===== src/rtl/osh_pkg.sv =====
package osh_pkg;

   // synchronized view of the three asynchronous pins
   typedef struct packed {
      logic a_n;
      logic b;
      logic clr_n;
   } osh_pins_t;

   // reset image: triggers parked at armed levels, clear asserted,
   // so no edge and no arming step is implied by the reset itself
   localparam osh_pins_t OSH_SYNC_RST = '{a_n: 1'b0, b: 1'b1, clr_n: 1'b0};

endpackage


===== src/rtl/osh_sync.sv =====
module osh_sync
   import osh_pkg::*;
#(
   parameter int STAGES = 2
) (
   input  logic      clk,
   input  logic      rst_n,
   input  osh_pins_t pins,
   output osh_pins_t cur,
   output osh_pins_t prev
);
   localparam int W = $bits(osh_pins_t);

   logic [STAGES:0][W-1:0] chain;

   always_ff @(posedge clk or negedge rst_n) begin
      if (!rst_n) chain <= {(STAGES+1){W'(OSH_SYNC_RST)}};
      else        chain <= {chain[STAGES-1:0], W'(pins)};
   end

   assign cur  = osh_pins_t'(chain[STAGES-1]);
   assign prev = osh_pins_t'(chain[STAGES]);
endmodule


===== src/rtl/osh_trig_qual.sv =====
module osh_trig_qual
   import osh_pkg::*;
(
   input  logic      clk,
   input  logic      rst_n,
   input  osh_pins_t cur,
   input  osh_pins_t prev,
   output logic      fire
);
   logic disarmed_seen;
   logic a_fall, b_rise, clr_rel;

   // arming record for the clear-release start: set when a trigger
   // leaves its armed level while the clear is held, dropped on release
   always_ff @(posedge clk or negedge rst_n) begin
      if (!rst_n)                disarmed_seen <= 1'b0;
      else if (cur.clr_n)        disarmed_seen <= 1'b0;
      else if (cur.a_n || !cur.b) disarmed_seen <= 1'b1;
   end

   assign a_fall  = prev.a_n && !cur.a_n && cur.b && cur.clr_n;
   assign b_rise  = !prev.b && cur.b && !cur.a_n && cur.clr_n;
   assign clr_rel = !prev.clr_n && cur.clr_n && !cur.a_n && cur.b && disarmed_seen;
   assign fire    = a_fall || b_rise || clr_rel;
endmodule


===== src/rtl/osh_timer.sv =====
module osh_timer #(
   parameter int LEN_W = 16
) (
   input  logic             clk,
   input  logic             rst_n,
   input  logic             clr,
   input  logic             fire,
   input  logic [LEN_W-1:0] len,
   output logic             active,
   output logic [LEN_W-1:0] remain
);
   localparam logic [LEN_W-1:0] ONE = LEN_W'(1);

   logic [LEN_W-1:0] len_eff;
   assign len_eff = (len == '0) ? ONE : len;

   always_ff @(posedge clk or negedge rst_n) begin
      if (!rst_n) begin
         active <= 1'b0;
         remain <= '0;
      end else if (clr) begin
         active <= 1'b0;
         remain <= '0;
      end else if (active) begin
         if (remain <= ONE) begin
            active <= 1'b0;
            remain <= '0;
         end else begin
            remain <= remain - ONE;
         end
      end else if (fire) begin
         active <= 1'b1;
         remain <= len_eff;
      end
   end
endmodule


===== src/rtl/osh_oneshot.sv =====
module osh_oneshot
   import osh_pkg::*;
#(
   parameter int LEN_W       = 16,
   parameter int SYNC_STAGES = 2
) (
   input  logic             clk,
   input  logic             rst_n,
   input  logic             trig_a_n,
   input  logic             trig_b,
   input  logic             clear_n,
   input  logic [LEN_W-1:0] pulse_len,
   output logic             pulse_q,
   output logic             pulse_qn
);
   generate
      if (LEN_W < 1 || LEN_W > 32) begin : g_bad_len
         $error("osh_oneshot: LEN_W must lie in 1..32");
      end
      if (SYNC_STAGES < 2) begin : g_bad_sync
         $error("osh_oneshot: SYNC_STAGES must be at least 2");
      end
   endgenerate

   osh_pins_t        pins_raw, s_cur, s_prev;
   logic             fire_w, clr_live, active_w;
   logic [LEN_W-1:0] remain_w;

   assign pins_raw = '{a_n: trig_a_n, b: trig_b, clr_n: clear_n};

   osh_sync #(.STAGES(SYNC_STAGES)) u_sync (
      .clk (clk), .rst_n (rst_n), .pins (pins_raw),
      .cur (s_cur), .prev (s_prev)
   );

   osh_trig_qual u_qual (
      .clk (clk), .rst_n (rst_n), .cur (s_cur), .prev (s_prev),
      .fire (fire_w)
   );

   assign clr_live = s_cur.clr_n;

   osh_timer #(.LEN_W(LEN_W)) u_timer (
      .clk (clk), .rst_n (rst_n), .clr (!clr_live), .fire (fire_w),
      .len (pulse_len), .active (active_w), .remain (remain_w)
   );

   assign pulse_q  = active_w;
   assign pulse_qn = !active_w;
endmodule


===== config.mk =====
export PLATFORM = sky130hd
export DESIGN_NAME = osh_oneshot
export DESIGN_NICKNAME = d
export VERILOG_FILES = /design/src/rtl/osh_pkg.sv /design/src/rtl/osh_sync.sv /design/src/rtl/osh_trig_qual.sv /design/src/rtl/osh_timer.sv /design/src/rtl/osh_oneshot.sv
export SDC_FILE = /design/constraint.sdc
export NUM_CORES = 1
export LEC_CHECK = 0
export BUFFER_PORTS_ARGS = -buffer_cell sky130_fd_sc_hd__buf_2
export CAP_MARGIN = 20
export CORE_UTILIZATION = 47
export DETAILED_ROUTE_END_ITERATION = 6
export GPL_ROUTABILITY_DRIVEN = 0
export PLACE_DENSITY = 0.66
export REMOVE_ABC_BUFFERS = 1
export SLEW_MARGIN = 20
export SYNTH_ARGS = -nofsm -noshare
export SYNTH_HDL_FRONTEND = slang
export SYNTH_SLANG_ARGS = --single-unit

===== constraint.sdc =====
create_clock -name clk -period 5 [get_ports clk]
set_input_delay 1 -clock clk [delete_from_list [all_inputs] [get_ports clk]]
set_output_delay 1 -clock clk [all_outputs]
set_load 0.02 [all_outputs]

==> impl_table.tex <==
\begin{tabular}{lr}
\hline
Metric & Value \\
\hline
\multicolumn{2}{l}{\textbf{Final layout}} \\
\quad Final instance area & about 1600 um\^{}2 \\
\quad Nets & 184 \\
\quad Share of layout cells above drive strength 1 & 0.263 \\
\quad Area growth from synthesis to layout & 9.73\% \\
\quad Antenna fix cells & 0 \\
\quad Non-filler cells, final & slightly above 200 \\
\multicolumn{2}{l}{\textbf{STA}} \\
\quad Post-layout minimum cycle time & approximately 3.2 ns \\
\quad Skew final & approximately 0.0023 ns \\
\quad Fmax & approximately 0.31 GHz \\
\quad Worst slew pin tran & 1.00 ns \\
\quad Final clock period utilization by the worst path & 0.635 \\
\quad Tightest slew margin relative to the limit & 0.329 \\
\quad Unrepaired setup endpoints after global routing & no \\
\quad Final hold vios & 0 \\
\quad Setup\_tns & 0 ns \\
\quad Setup violation total in the final timing report & 0 \\
\quad Number of max-slew violations in the final report & 0 \\
\multicolumn{2}{l}{\textbf{Clock network}} \\
\quad Maximum level of the CTS H-tree & 1 \\
\quad \# resized after CTS & 0 \\
\quad Clock transition time at the flip-flop clock pins of the worst setup and hold paths & between 0.15 and 0.2 ns \\
\quad Hold buffers post-CTS & 0 \\
\quad Clock Root Buffer & sky130\_fd\_sc\_hd\_\_clkbuf\_4 \\
\quad Worst-case clock buffer depth & 2 \\
\quad Number of buffers created by CTS & 3 \\
\quad TritonCTS clock tree & done \\
\quad Number of sinks handled by clock tree synthesis & 27 \\
\quad Setup repair bufs after CTS & 0 \\
\quad Clock latency on the worst-skew pair & $\sim$0.34 ns \\
\multicolumn{2}{l}{\textbf{Detailed routing}} \\
\quad Routed WL & $\sim$3100 um \\
\quad Number of detailed-routing iterations run before antenna repair & 4 \\
\quad Number of DRC violations after detailed-routing iteration 0 & 38 \\
\quad Routed vias/inst & about 5.7 \\
\quad Vias after detailed routing & between 1000 and 1500 \\
\quad Final routed DRC violation total & 0 \\
\quad Residual antenna-violating net count after detailed routing & 0 \\
\quad Wirelength per Cell & 15.1 um \\
\multicolumn{2}{l}{\textbf{Setup path}} \\
\quad Worst Path Required & 4.00 ns \\
\quad Worst Reg-to-Reg Cells & 5 \\
\quad Setup crit start kind & flip-flop \\
\quad WS Path Type & flip-flop to output pin \\
\quad Highest cell delay on the worst timing path & 1.01 ns \\
\quad Critical path's slowest cell & sky130\_fd\_sc\_hd\_\_dfrtp\_1 \\
\quad Crit path arrival time & 2.18 ns \\
\quad Cell chain of the critical path & clkinv\_1 > buf\_2 \\
\quad Highest net fanout along the worst path & 32 \\
\quad Crit. End Element & output pin \\
\multicolumn{2}{l}{\textbf{Logic synthesis}} \\
\quad Distinct cell type count of the synthesized netlist & 45 \\
\quad Post-synthesis cell area & between 1000 and 1500 um\^{}2 \\
\quad Register bit count reported by yosys & 27 \\
\quad Fraction of synthesized cell area taken by the top area cell type & 0.406 \\
\quad Sequential element share of the synthesized area & 0.459 \\
\quad Most area-consuming cells after synthesis & sky130\_fd\_sc\_hd\_\_dfrtp\_1 (41\%), sky130\_fd\_sc\_hd\_\_a22o\_1 (6.5\%), sky130\_fd\_sc\_hd\_\_dfstp\_2 (5.3\%) \\
\quad Number of instances in the synthesized netlist & around 140 \\
\quad Yosys warnings & 0 \\
\quad Biggest area consumer among synthesized cells & sky130\_fd\_sc\_hd\_\_dfrtp\_1 \\
\quad Post-Synthesis Mean Instance Area & $\sim$10 um\^{}2 \\
\multicolumn{2}{l}{\textbf{Placed design}} \\
\quad Cell area reported after detailed placement & around 1600 um\^{}2 \\
\quad Input/output buffers & 22 \\
\quad Detailed placement HPWL & 2180 um \\
\quad Post-placement cell count & slightly below 200 \\
\multicolumn{2}{l}{\textbf{Floorplanning}} \\
\quad Die outline area & $\sim$3400 um\^{}2 \\
\quad Overall die height & between 50 and 60 um \\
\quad Initial standard-cell utilization of the core & 0.514 \\
\quad IO Pins & 23 \\
\quad Die W & 58.1 um \\
\quad Floorplan core area & 2880 um\^{}2 \\
\quad Row count & 19 \\
\multicolumn{2}{l}{\textbf{GRT}} \\
\quad Maximum number of pins on one net before global-route repair & 33 \\
\quad Initial antenna violation count & 0 \\
\quad Overall global routing resource usage & 0.201 \\
\quad Global-route wire length before repair & a little over 5000 um \\
\quad Number of global-route vias before repair & approximately 1100 \\
\quad Overflow after GRT & 0 \\
\multicolumn{2}{l}{\textbf{Outcome}} \\
\quad Result of the run & completed \\
\multicolumn{2}{l}{\textbf{Min path}} \\
\quad Number of cells on the worst hold path & 0 \\
\quad Worst min-delay path class & flip-flop to flip-flop \\
\multicolumn{2}{l}{\textbf{Job}} \\
\quad Max-Cap Viols & 0 \\
\multicolumn{2}{l}{\textbf{Pwr}} \\
\quad Worst-case vdd ir drop & $\sim$150 uV \\
\quad Static leakage & a little over 0.0007 uW \\
\quad Power per standard cell area & 320 nW/um\^{}2 \\
\hline
\end{tabular}
-- per-stage QoR --
step                total power [uW]  hold slack [ns]  worst slack, ns   util
global placement                 413            0.335             2.33  0.553
finish                           519            0.369             1.82  0.564
global route                     550            0.372             1.62  0.564
CTS                              521            0.369             1.86  0.564
detailed placement               415            0.341             2.28  0.553
floorplan                        375            0.331             2.61      -
-- flip-flops by register name (all words and copies together) (netlist names) --
register	count
u_timer.remain	16
u_timer.active	1
u_sync.prev	3
u_sync.cur	3
u_sync.chain	3
u_qual.disarmed_seen	1
-- cell usage in the layout, fill, tap and decap left out, drive strengths merged --
cell type | synthesis | routed
dfstp | 3 | 3
nor3b | 3 | 3
nand4 | 2 | 2
buf | 5 | 22
a31o | 2 | 2
a22o | 12 | 12
dfrtp | 24 | 24
or3b | 1 | 1
a31oi | 4 | 4
a311oi | 1 | 1
ha | 2 | 2
nor2 | 17 | 17
o21ai | 10 | 10
a21oi | 7 | 7
nand3 | 3 | 3
clkbuf | 2 | 3
o311ai | 1 | 1
nor4 | 4 | 4
nor3 | 7 | 7
o21a | 1 | 1
o221a | 1 | 1
nand2b | 2 | 2
inv | 3 | 4
or2 | 1 | 1
or3 | 1 | 1
nor4b | 1 | 1
a21bo | 1 | 1
clkinv | 1 | 1
xor2 | 3 | 3
nand2 | 7 | 7
xnor2 | 4 | 4
or4 | 2 | 2
o31ai | 3 | 3
-- logic make-up after synthesis --
logic type,after synthesis,synth area share
AND/OR/NAND/NOR,51,0.228
adder cells (fa/ha/maj),2,0.0169
buffers and inverters,11,0.0440
flip-flops,27,0.459
AO/OA/AOI/OAI,43,0.210
XOR/XNOR,7,0.0415
-- metal layers --
layer / share of wire / up-vias / global-route usage
met2: 0.44 / 28 / 0.312
met1: 0.50 / 550 / 0.289
met5: 0 / - / 0
met3: 0.038 / 5 / 0.0223
li1: - / 562 / -
met4: 0.016 / 0 / 0.0816
-- critical path, delay by kind of cell, from the launching register on --
family   cells  cell delay (ns)
flops        1             1.01
buf+inv      2             0.83
-- path summary, 6_finish.rpt --
kind,startpoint,end,slack [ns]
max,u_timer.active,pulse_qn,1.82
min,u_sync.chain[1],u_sync.cur[1],0.37
max reg2reg,u_timer.active,u_timer.remain[13],2.50
min reg2reg,u_sync.chain[1],u_sync.cur[1],0.37
max in group asynchronous,rst_n,u_timer.remain[8],3.98
min in group asynchronous,rst_n,u_timer.remain[1],0.63
-- cell type report --
type                            count  area, um^2
Clock buffer                        3        22.5
Multi-Input combinational cell    103         734
Sequential cell                    27         679
Clock inverter                      1        8.76
Tap cell                           42        52.6
Inverter                            4        15.0
Timing Repair Buffer               22         110
Fill cell                         260        1250
-- synthesized netlist by cell type (all sizes together) --
cell type,instances
a21oi,7
a21bo,1
ha,2
nand4,2
or3b,1
nor3b,3
inv,3
nor3,7
a311oi,1
nand3,3
or4,2
nor2,17
or2,1
nand2,7
o311ai,1
clkinv,1
buf,5
a31oi,4
clkbuf,2
dfrtp,24
or3,1
a31o,2
a22o,12
o31ai,3
o21ai,10
xnor2,4
nor4,4
nand2b,2
xor2,3
o221a,1
o21a,1
dfstp,3
nor4b,1
-- where the power goes --
| group | leakage, uW | internal (uW) | switching (uW) |
|---|---|---|---|
| clock network | 0.0000183 | 32.8 | 73.5 |
| logic | 0.000352 | 67.4 | 82.7 |
| registers | 0.000342 | 236 | 26.2 |
No activity file was read; power rests on OpenSTA's default activity.
